### src/rtl/dmc_pkg.sv
package dmc_pkg;
    typedef enum logic [1:0] {
        MODE_SLEEP  = 2'd0,
        MODE_IDLE   = 2'd1,
        MODE_ACTIVE = 2'd2,
        MODE_LIMP   = 2'd3
    } dmc_mode_e;
endpackage

### src/rtl/dmc_req_detect.sv
module dmc_req_detect #(
    parameter int NIN  = 2,
    parameter int NCH  = 8,
    parameter int NPWM = 2
) (
    input  logic [NIN-1:0]  in_pins,
    input  logic [NCH-1:0]  ch_en,
    input  logic            act_bit,
    input  logic [NPWM-1:0] pwm_en,
    output logic            pin_req,
    output logic            any_req
);
    always_comb begin
        pin_req = |in_pins;
        any_req = pin_req | (|ch_en) | act_bit | (|pwm_en);
    end
endmodule

### src/rtl/dmc_wake_timer.sv
module dmc_wake_timer #(
    parameter int WAKE_W = 8
) (
    input  logic              clk,
    input  logic              rst_n,
    input  logic              run,
    input  logic [WAKE_W-1:0] limit,
    output logic              expired
);
    logic [WAKE_W-1:0] cnt_q;

    always_comb expired = run && (cnt_q == limit);

    always_ff @(posedge clk or negedge rst_n) begin
        if (!rst_n)
            cnt_q <= '0;
        else if (!run || expired)
            cnt_q <= '0;
        else
            cnt_q <= cnt_q + 1'b1;
    end
endmodule

### src/rtl/dmc_out_gate.sv
module dmc_out_gate
    import dmc_pkg::*;
#(
    parameter int NCH = 8
) (
    input  dmc_mode_e       mode_q,
    input  logic            vm_uv,
    input  logic            vdd_uv,
    output logic            regs_rst,
    output logic            spi_ok,
    output logic            wr_ok,
    output logic            ch_avail,
    output logic [NCH-1:0]  src_spi
);
    logic spi_src_ok;

    always_comb begin
        regs_rst   = 1'b0;
        spi_ok     = 1'b0;
        wr_ok      = 1'b0;
        ch_avail   = 1'b0;
        spi_src_ok = 1'b0;
        unique case (mode_q)
            MODE_SLEEP: begin
                regs_rst = 1'b1;
            end
            MODE_IDLE: begin
                regs_rst = vdd_uv;
                spi_ok   = !vdd_uv;
                wr_ok    = !vdd_uv;
            end
            MODE_ACTIVE: begin
                regs_rst   = vdd_uv;
                spi_ok     = !vdd_uv;
                wr_ok      = !vdd_uv;
                ch_avail   = !vm_uv;
                spi_src_ok = !vm_uv && !vdd_uv;
            end
            MODE_LIMP: begin
                regs_rst = vdd_uv;
                spi_ok   = !vdd_uv;
                ch_avail = !vm_uv;
            end
        endcase
    end

    for (genvar g = 0; g < NCH; g++) begin : g_src
        assign src_spi[g] = spi_src_ok;
    end
endmodule

### src/rtl/drv_mode_ctrl.sv
module drv_mode_ctrl
    import dmc_pkg::*;
#(
    parameter int NIN    = 2,
    parameter int NCH    = 8,
    parameter int WAKE_W = 8
) (
    input  logic              clk,
    input  logic              rst_n,
    input  logic              wake_pin,
    input  logic [NIN-1:0]    in_pins,
    input  logic [NCH-1:0]    ch_en,
    input  logic              act_bit,
    input  logic [1:0]        pwm_en,
    input  logic              vm_uv,
    input  logic              vdd_uv,
    input  logic [WAKE_W-1:0] wake_dly,
    output logic [1:0]        mode,
    output logic              regs_rst,
    output logic              spi_ok,
    output logic              wr_ok,
    output logic              ch_avail,
    output logic [NCH-1:0]    src_spi
);
    localparam int NPWM = 2;

    dmc_mode_e state_q, state_d;
    logic      pin_req, any_req, wake_run, wake_done;

    dmc_req_detect #(.NIN(NIN), .NCH(NCH), .NPWM(NPWM)) u_req (
        .in_pins (in_pins),
        .ch_en   (ch_en),
        .act_bit (act_bit),
        .pwm_en  (pwm_en),
        .pin_req (pin_req),
        .any_req (any_req)
    );

    always_comb wake_run = wake_pin && any_req && (state_q != MODE_ACTIVE);

    dmc_wake_timer #(.WAKE_W(WAKE_W)) u_wake (
        .clk     (clk),
        .rst_n   (rst_n),
        .run     (wake_run),
        .limit   (wake_dly),
        .expired (wake_done)
    );

    // next-state selection
    always_comb begin
        state_d = state_q;
        if (!wake_pin)
            state_d = pin_req ? MODE_LIMP : MODE_SLEEP;   // ENTER_LIMP / FALL_ASLEEP
        else if (!any_req)
            state_d = MODE_IDLE;                          // SETTLE_IDLE
        else begin
            unique case (state_q)
                MODE_ACTIVE: state_d = MODE_ACTIVE;       // STAY_ACTIVE
                MODE_SLEEP,
                MODE_IDLE,
                MODE_LIMP:   state_d = wake_done ? MODE_ACTIVE   // WAKE_DONE
                                                 : MODE_IDLE;    // WAKE_WAIT
            endcase
        end
    end

    always_ff @(posedge clk or negedge rst_n) begin
        if (!rst_n)
            state_q <= MODE_SLEEP;
        else
            state_q <= state_d;
    end

    dmc_out_gate #(.NCH(NCH)) u_gate (
        .mode_q   (state_q),
        .vm_uv    (vm_uv),
        .vdd_uv   (vdd_uv),
        .regs_rst (regs_rst),
        .spi_ok   (spi_ok),
        .wr_ok    (wr_ok),
        .ch_avail (ch_avail),
        .src_spi  (src_spi)
    );

    assign mode = state_q;
endmodule

### config.mk
export PLATFORM = sky130hd
export DESIGN_NAME = drv_mode_ctrl
export DESIGN_NICKNAME = d
export VERILOG_FILES = /design/src/rtl/dmc_pkg.sv /design/src/rtl/dmc_req_detect.sv /design/src/rtl/dmc_wake_timer.sv /design/src/rtl/dmc_out_gate.sv /design/src/rtl/drv_mode_ctrl.sv
export SDC_FILE = /design/constraint.sdc
export NUM_CORES = 1
export LEC_CHECK = 0
export ABC_AREA = 1
export BUFFER_PORTS_ARGS = -buffer_cell sky130_fd_sc_hd__buf_2
export CORE_UTILIZATION = 44
export CTS_CLUSTER_SIZE = 28
export DETAILED_ROUTE_END_ITERATION = 10
export HOLD_SLACK_MARGIN = 0.1
export PLACE_DENSITY_LB_ADDON = 0.05
export SLEW_MARGIN = 20
export SYNTH_ARGS = -nofsm -noshare
export SYNTH_HDL_FRONTEND = slang
export SYNTH_SLANG_ARGS = --single-unit
### constraint.sdc
create_clock -name clk -period 2 [get_ports clk]
set_clock_uncertainty 0.05 [all_clocks]
set_input_delay 0.2 -clock clk [delete_from_list [all_inputs] [get_ports clk]]
set_output_delay 0.2 -clock clk [all_outputs]
set_load 0.01 [all_outputs]
# After elaboration in Yosys (flattened, before gate mapping)
# Index checks and enable logic that the tools add are counted.
# classes
n_mux,11
n_reduce_logical,16
n_eq_ne,5
add_sub_neg,1
n_bitwise,3
# ops
op,n
adder 8 x 1 -> 8 bit (second input constant),1
== test 8 bit,1
2-to-1 mux 2 bit,4
2-to-1 mux 8 bit,1
OR reduction 2 bit,4
OR reduction 8 bit,1
OR reduction 3 bit,2
== test 2 bit (second input constant),2
logical AND 1 bit,4
2-to-1 mux 1 bit,4
one-hot mux 2 bit (2 select lines),1
logical NOT 1 bit,3
bitwise OR 1 bit,3
== test 2 x 1 -> 1 bit (second input constant),1
logical NOT 2 bit,1
inequality test 2 bit (second input constant),1
one-hot mux 1 bit (2 select lines),1
logical OR 1 bit,1
# totals
input_bits,26
reg_bits,10

# Logic depth before layout (Yosys ltp)
# Gate-level depths: netlist of run 1.
# depth
word_depth,11
ltp_mapped,9
depth_no_buf,9

# By module
# A second synthesis of run 1 with hierarchy kept.
# hier_totals
cells_unflattened,121
area_unflattened_um2,824.5
# by_module_without_submodules
module,n_inst,seq_area_each_um2,area_each_um2,cells_per_inst
dmc_wake_timer,1,200.2,514.2,71
dmc_out_gate,1,0.0,143.9,22
drv_mode_ctrl,1,50.0,110.1,15
dmc_req_detect,1,0.0,56.3,13

# Worst setup path after synthesis of run 1
# No wires, ideal clock.
# synth_path
path_type,reg-to-output
from,register state_q[0] (netlist: mode[0])
to,output src_spi[0]
t_arrival_ns,1.425
path_buffers,1
setup_slack_ns,0.325
stages_incl_launch_ff,6
cell_sequence,dfrtp_1 inv_1 ha_1 inv_1 nor3_1 buf_4
# synth_between
elab_chain_len,2
# synth_lines
item,line,rtl
start: declaration,drv_mode_ctrl.sv:27,"dmc_mode_e state_q, state_d;"
start signal: assignment,drv_mode_ctrl.sv:71,state_q <= state_d;
== test 2 bit,dmc_out_gate.sv:23,unique case (mode_q)
2-to-1 mux 1 bit,dmc_out_gate.sv:23,
end: declaration,drv_mode_ctrl.sv:23,output logic [NCH-1:0] src_spi
# No other way between the ends.

# Worst setup path in the final report of run 1
# layout_path
from,register state_q[0] (netlist: mode[0])
to,output src_spi[3]
# The elaborated chain is that of the path after synthesis.

==> results.toml, run 1 <==
[timing]
tightest_slew_ns = 0.320
worst_slack_ns = 0.294
min_period_over_period_pct = 85.3
whs_ns = 0.162
period_needed_ns = 1.71
slew_viol_final = 0
setup_viol_count_final = 0
hold_viol_final = 0
rsz0062_at_grt = "false"
clock.fmax_ghz = 0.586
setup-tns-final_ns = 0
relSlewSlack_pct = 78.6

[logic_synthesis]
synth_top_family_by_area = "simple AND/OR/NAND/NOR gates"
syn_area_per_cell_um2 = 6.80
ys_seq_area_share_pct = 31.2
syn_area_um2 = 802
synth_compound_area_share_pct = 4.68
synth_simple_gate_area_share_pct = 35.1
synth_warnings = 0
synth_cells = 118
synthAdderAreaFrac_pct = 6.24
synth_xor_area_share_pct = 5.46
syn-num-nets = 148
ys_types = 20
muxShareOfSynthArea_pct = 0
ys_ff_latch = 10

[placement]
port_buffers = 39
placed_cell_area_um2 = 968
place.gp.congestion = 0.773
dp_hpwl_mm = 1.19
place_ws_ns = 0.356

[detailed_routing]
drt_iter0_markers = 10
drtPass1Iterations = 4
wl_per_cell_um = 7.85
drcViolationCount = 0
avgViaCountPerCell = 4.17
ant_nets = 0
drt_wl_total_mm = 1.41
num_vias = 746

[flow_run]
maxCapViolCount = 0

[clock_tree]
cts-buffers-inserted = 3
clock-sinks = 10
cts_tree = "built"
post_cts_buffers = 0
clock_latency_ns = 0.27
clockBufferDepth = 2
path_clk_slew_ns = 0.06
clockRootBuffer = "clkbuf_4"
ctsHtreeMaxLevel = 1

[power_and_ir_drop]
irDropWorstVdd_mv = 0.340
leakagePower_nw = 0.575
powerDensity_mw_per_mm2 = 496

[min_path]
hp-class = "input pin to flip-flop"
hold_path_depth = 3

[grt]
antenna_found_initial = 0
grt_util_met3_pct = 3.60
grt_use_met2_pct = 24.7
track_usage_pct = 15.9
grt_start_max_net_pins = 11
gr-total-overflow = 0
grt_pass1_vias = 615
grt_pass1_wl_mm = 2.33
use_met1_pct = 22.0
gr-max-usage-layer = "met2"

[worst_setup_path]
ff2ff_path_depth = 5
worstPathArrival_ns = 1.46
startpoint_type = "flip-flop"
path_max_fanout = 8
crit_type = "flip-flop to output pin"
cp-end-kind = "output pin"
critPathRequiredTime_ns = 1.75

[layout]
final_cell_mix = "buf_2 (39), nand2_1 (33), inv_1 (21), nor2_1 (21), dfrtp_1 (10)"
final_area_mm2 = 0.00102
final_core_util_pct = 59.7
drive_gt1_share_pct = 33.8
n_antenna_cell = 0
syn_to_final_growth_pct = 27.1
layout_commonest_cell = "buf_2"
fillers = 169
fin_nets = 185

[outcome]
status = "completed"

[floorplan]
die_w_um = 44.7
core_mm2 = 0.00171
die-area_mm2 = 0.00200
die_y_um = 44.7
rows = 15
ios = 40
start_util_pct = 47.0
routing by layer:
layer	vias to the layer above	wire, µm
li1	414	-
met1	299	674
met2	31	625
met3	2	101
met4	0	5
met5	-	0
kinds of logic after synthesis:
| family | Yosys count |
|---|---|
| XOR/XNOR | 5 |
| AND/OR/NAND/NOR | 64 |
| flip-flops | 10 |
| AO/OA/AOI/OAI | 6 |
| adder cells (fa/ha/maj) | 4 |
| buffers and inverters | 29 |
critical path, stage by stage, from the launching register on:
cell and delay (ns):
dfrtp_1 0.39, inv_1 0.09, ha_1 0.16, inv_1 0.09, nor3_2 0.27, buf_2 0.20
area by class of cell:
class | count | area [µm²] | area share (%)
inverter | 21 | 78.8 | 7.73
clock buffer | 4 | 36.3 | 3.56
multi-input combinational | 79 | 418 | 41.0
sequential | 10 | 250 | 24.5
tap | 25 | 31.3 | 3.07
timing repair buffer | 40 | 205 | 20.1
synth_stat cells, drive strengths merged:
master	number	area [µm²]
inv	21	78.8
dfrtp	10	250
nor4	1	6.26
nor3	2	10.0
a21oi	2	13.8
buf	8	60.1
nand3	3	37.5
nor2	23	91.3
or2	1	6.26
nand2	34	130
ha	4	50.1
xnor2	4	35.0
xor2	1	8.76
o21ai	4	23.8
final timing paths:
kind,from,end,slack [ns]
worst min-delay path,wake_pin,mode[0]$_DFF_PN0_,0.16
min in group asynchronous,rst_n,u_wake.cnt_q[0]$_DFF_PN0_,0.26
max in group asynchronous,rst_n,u_wake.cnt_q[5]$_DFF_PN0_,1.45
worst max register to register,u_wake.cnt_q[0]$_DFF_PN0_,u_wake.cnt_q[6]$_DFF_PN0_,0.63
worst min register to register,u_wake.cnt_q[0]$_DFF_PN0_,u_wake.cnt_q[0]$_DFF_PN0_,0.48
worst max-delay path,mode[0]$_DFF_PN0_,src_spi[3],0.29
stage by stage:
| step | total power (W) | cells |
|---|---|---|
| CTS | 0.000511 | 179 |
| global route | 0.000543 | 179 |
| floorplan | 0.000280 | 118 |
| detailed placement | 0.000325 | 174 |
| global placement | 0.000323 | 174 |
| finish | 0.000506 | 179 |
repair_timing:
| item | in CTS | in global routing |
|---|---|---|
| hold buffers | 1 | 0 |
| resized for setup | 0 | 1 |
| setup endpoints to repair | 0 | 8 |
| hold endpoints to repair | 10 | 0 |
power by group:
group	leakage (nW)	internal (W)	total [W]	switching (W)
combinational	0.423	0.0000495	0.000102	0.0000528
clock	0.0210	0.000111	0.000183	0.0000728
sequential	0.131	0.000210	0.000220	0.00000954
total	0.575	0.000370	0.000506	0.000135
sequential cells by signal, indices dropped and copies added, names as in the netlist:
signal / flops
mode: 2
u_wake.cnt_q: 8
No activity file was read; power rests on OpenSTA's default activity.
==> inputs of run 2 (changes only) <==
- BUFFER_PORTS_ARGS: -buffer_cell sky130_fd_sc_hd__buf_2 -> unset
- CORE_UTILIZATION: 44 -> 55
- DONT_BUFFER_PORTS: unset -> 1
- SKIP_LAST_GASP: unset -> 1
==> run 2 against run 1 <==
- clock power is 5% lower
- via count is 17% lower
- count of clock-buffer cells in the layout stayed put
- critical path type unchanged
- largest cell class unchanged
- highest routed layer unchanged
==> results.toml, run 2 (same netlist as run 1, synthesis figures left out) <==
[placement]
placed_cell_area_um2 = 773
dp_hpwl_mm = 1.02
place.gp.congestion = 0.744
place_ws_ns = 0.585
port_buffers = 0

[layout]
syn_to_final_growth_pct = 3.43
fin_nets = 148
fillers = 129
multi_input_area_um2 = 418
final_core_util_pct = 62.2
n_antenna_cell = 0
final_cell_mix = "nand2_1 (33), inv_1 (21), nor2_1 (21)"
largest_reg_flops = 8
top_register = "u_wake.cnt_q"
drive_gt1_share_pct = 12.0
seqCellArea_um2 = 250
final_area_um2 = 830
layout_commonest_cell = "nand2_1"

[floorplan]
core_mm2 = 0.00133
ios = 40
die_y_um = 40.2
die-area_mm2 = 0.00161
die_w_um = 40.2
rows = 13
start_util_pct = 60.1

[timing]
slew_viol_final = 0
setup-tns-final_ns = 0
period_needed_ns = 1.68
hold_viol_final = 0
worst_slack_ns = 0.316
min_period_over_period_pct = 84.2
rsz0062_at_grt = "false"
relSlewSlack_pct = 71.6
setup_viol_count_final = 0
tightest_slew_ns = 0.425
clock.fmax_ghz = 0.594

[clock_tree]
post_cts_buffers = 0
cts_tree = "built"
clockRootBuffer = "clkbuf_4"
ctsHtreeMaxLevel = 1
cts_hold_buf = 2
clock_latency_ns = 0.25
clockBufferDepth = 2
clock-sinks = 10
cts_resized = 0
path_clk_slew_ns = 0.06
cts-buffers-inserted = 3

[detailed_routing]
drcViolationCount = 0
route.met3.wl_um = 90
met2RoutedLength_um = 558
avgViaCountPerCell = 4.67
drtPass1Iterations = 4
wl_met1_um = 496
drt_iter0_markers = 3
wl_per_cell_um = 8.76
num_vias = 617
dr.max_layer_used = "met4"
ant_nets = 0
drt_wl_total_mm = 1.16

[power_and_ir_drop]
irDropWorstVdd_mv = 0.295
leakagePower_nw = 0.417
powerDensity_mw_per_mm2 = 557

[worst_setup_path]
path_max_fanout = 8
cp_slowest_cell = "dfrtp_1"
path_cells = "inv_1 > ha_1 > inv_1 > nor3_2 > buf_4"
crit_type = "flip-flop to output pin"
cp-end-kind = "output pin"
critPathRequiredTime_ns = 1.75
cpMostUsedCell = "inv_1"
worstPathArrival_ns = 1.43
slowest_delay_ns = 0.43
startpoint_type = "flip-flop"

[grt]
grt_start_max_net_pins = 11
antenna_found_initial = 0
grt_pass1_wl_mm = 1.75
track_usage_pct = 16.7
grt_pass1_vias = 481
gr-total-overflow = 0

[flow_run]
maxCapViolCount = 0

[min_path]
hp-class = "input pin to flip-flop"

[outcome]
status = "completed"
-- run 2: cell types whose count changed in the layout (fill, tap and decap cells not counted), sizes merged --
| cell | previous run | this run |
|---|---|---|
| buf | 39 | 1 |
| dlygate4sd3 | 1 | 2 |
-- run 2: critical path: cells and delay by family (launching register included) --
kind | cells | cell delay, ns
flip-flops | 1 | 0.43
adder cells (fa/ha/maj) | 1 | 0.17
buffers and inverters | 3 | 0.47
AND/OR/NAND/NOR | 1 | 0.11
-- run 2: power by group --
part           switching, W  total (W)  internal, W
registers         0.0000117   0.000222     0.000210
clock network     0.0000634   0.000174     0.000110
logic             0.0000389  0.0000663    0.0000274
total              0.000114   0.000462     0.000348
-- run 2: stage by stage --
| stage | power, W | instances | hold slack [ns] |
|---|---|---|---|
| floorplan | 0.000280 | 118 | -0.146 |
| global placement | 0.000285 | 126 | -0.145 |
| detailed placement | 0.000287 | 126 | -0.145 |
| CTS | 0.000471 | 132 | 0.145 |
| global route | 0.000495 | 132 | 0.157 |
| finish | 0.000462 | 132 | 0.148 |
-- run 2: final cells by class --
cell class | instances | share of cell area, %
timing repair buffer | 3 | 3.32
clock buffer | 4 | 4.37
inverter | 21 | 9.50
tap | 15 | 2.26
sequential | 10 | 30.2
multi-input combinational | 79 | 50.4
-- run 2: final timing paths --
path	slack (ns)	start	end	cells after the start
min reg2reg	0.47	u_wake.cnt_q[0]$_DFF_PN0_	u_wake.cnt_q[0]$_DFF_PN0_	1
min in group asynchronous	0.26	rst_n	u_wake.cnt_q[3]$_DFF_PN0_	1
max in group asynchronous	1.34	rst_n	u_wake.cnt_q[5]$_DFF_PN0_	1
min	0.15	in_pins[0]	mode[1]$_DFF_PN0_	3
max	0.32	mode[0]$_DFF_PN0_	src_spi[0]	5
max reg2reg	0.67	u_wake.cnt_q[0]$_DFF_PN0_	u_wake.cnt_q[6]$_DFF_PN0_	5
-- run 2: per-layer routing --
| metal | vias to the layer above | GRT usage [%] |
|---|---|---|
| met5 | - | 0 |
| met4 | 0 | 12.5 |
| met3 | 2 | 3.33 |
| met2 | 22 | 29.4 |
| met1 | 253 | 17.2 |
| li1 | 340 | - |
==> inputs of run 3 (changes only) <==
- CORE_UTILIZATION: 55 -> 54
- clock period: 2 -> 1.52 ns (I/O delays scaled with it)
==> run 3 against run 2 <==
- non-clock buffer count up 5
- combinational power is 61% higher
- cell area is 11% higher
- via count is 6.6% higher
- critical path type unchanged
- critical endpoint is now src_spi[1]
==> results.toml, run 3 (same netlist as run 1, synthesis figures left out) <==
[outcome]
status = "completed"

[detailed_routing]
ant_nets = 0
drt_wl_total_mm = 1.35
drt_iter0_markers = 10
drtPass1Iterations = 5
num_vias = 658
drcViolationCount = 0
avgViaCountPerCell = 4.80
wl_per_cell_um = 9.82

[timing]
hold_viol_final = 0
clock.fmax_ghz = 0.667
rsz0062_at_grt = "true"
min_period_over_period_pct = 98.6
relSlewSlack_pct = 68.8
setup_viol_count_final = 0
period_needed_ns = 1.50
whs_ns = 0.134
tightest_slew_ns = 0.467
slew_viol_final = 0

[clock_tree]
clockRootBuffer = "clkbuf_4"
ctsHtreeMaxLevel = 1
cts_tree = "built"
clock-sinks = 10
path_clk_slew_ns = 0.07
clock_latency_ns = 0.26
clockBufferDepth = 2
cts-buffers-inserted = 3

[layout]
fin_nets = 153
largest_reg_flops = 8
n_antenna_cell = 0
fillers = 126
drive_gt1_share_pct = 20.5
multi_input_area_um2 = 449
final_cell_mix = "nand2_1 (33), inv_1 (19), nor2_1 (18)"
seqCellArea_um2 = 253
top_register = "u_wake.cnt_q"
final_cells = 137
layout_commonest_cell = "nand2_1"
syn_to_final_growth_pct = 14.8

[floorplan]
ios = 40
die_w_um = 40.5
die-area_mm2 = 0.00164
core_mm2 = 0.00133
rows = 13
die_y_um = 40.5
start_util_pct = 60.1

[grt]
grt_pass1_vias = 530
grt_start_max_net_pins = 11
track_usage_pct = 20.3
gr-total-overflow = 0
grt_pass1_wl_mm = 2.13
antenna_found_initial = 0

[power_and_ir_drop]
total_power_w = 0.000644
leakagePower_nw = 0.441
irDropWorstVdd_mv = 0.496
powerDensity_mw_per_mm2 = 699

[min_path]
hp-class = "input pin to flip-flop"

[worst_setup_path]
startpoint = "mode[0]$_DFF_PN0_"
timing.rr.end = "u_wake.cnt_q[6]$_DFF_PN0_"
r2r_start = "u_wake.cnt_q[0]$_DFF_PN0_"
crit_type = "flip-flop to output pin"
cp-end-kind = "output pin"
reg2reg_slack_ns = 0.20
worstPathArrival_ns = 1.30
path_max_fanout = 8
crit_end = "src_spi[1]"
critPathRequiredTime_ns = 1.32
path_cells = "inv_2 > ha_4 > inv_4 > nor3_4 > buf_12"
ff2ff_path_depth = 5
cp_slowest_cell = "dfrtp_2"
startpoint_type = "flip-flop"
slowest_delay_ns = 0.44

[placement]
place_inst = 126
dp_hpwl_mm = 1.09
port_buffers = 0
place.gp.congestion = 0.689

[flow_run]
maxCapViolCount = 0
run 3: routing by layer:
| metal | vias to the layer above | wire, µm | track usage [%] |
|---|---|---|---|
| met5 | - | 0 | 0 |
| met4 | 0 | 0 | 2.50 |
| met3 | 0 | 91 | 5.00 |
| met2 | 25 | 620 | 33.7 |
| met1 | 285 | 634 | 27.1 |
| li1 | 348 | - | - |
run 3: cell type report:
| class | instances | area share [%] |
|---|---|---|
| Tap cell | 15 | 2.04 |
| Multi-Input combinational cell | 79 | 48.8 |
| Clock buffer | 4 | 3.94 |
| Sequential cell | 10 | 27.4 |
| Timing Repair Buffer | 8 | 8.97 |
| Inverter | 21 | 8.83 |
run 3: worst min path at each step:
stage               cells past startpoint                   endpoint        from  slack, ns
global placement                        0  u_wake.cnt_q[0]$_DFF_PN0_       rst_n      -0.19
floorplan                               0          mode[0]$_DFF_PN0_       rst_n      -0.19
detailed placement                      0  u_wake.cnt_q[0]$_DFF_PN0_       rst_n      -0.19
finish                                  3          mode[0]$_DFF_PN0_  in_pins[1]       0.13
global route                            3          mode[0]$_DFF_PN0_  in_pins[1]       0.20
CTS                                     3          mode[0]$_DFF_PN0_  in_pins[1]       0.13
run 3: metrics by stage:
stage	area [µm²]	setup slack [ns]	setup TNS, ns	util (%)
global route	921	-0.0569	-0.455	69.0
finish	921	0.0216	0	69.0
global placement	786	0.197	0	58.9
detailed placement	786	0.144	0	58.9
floorplan	807	0.101	0	-
CTS	902	-0.0670	-0.535	67.6
run 3: timing repair:
item                                   4_1_cts  5_1_grt
setup buffers                                2        1
gates resized for setup                      8        4
setup endpoints to repair                    9       11
hold buffers                                 4        0
endpoints found under the hold margin       12        0
pin swaps                                    2        1
run 3: worst max-delay path, delay by kind of cell, from the launching register on:
| kind | cells | cell delay [ns] |
|---|---|---|
| flops | 1 | 0.44 |
| simple gates | 1 | 0.14 |
| fa+ha+maj | 1 | 0.14 |
| buf+inv | 3 | 0.31 |
run 3: where the power goes:
| group | total (W) | switching, W | internal, W | leakage, nW |
|---|---|---|---|---|
| clock | 0.000243 | 0.0000982 | 0.000145 | 0.0210 |
| sequential | 0.000294 | 0.0000163 | 0.000277 | 0.130 |
| combinational | 0.000107 | 0.0000594 | 0.0000476 | 0.290 |
| total | 0.000644 | 0.000174 | 0.000470 | 0.441 |
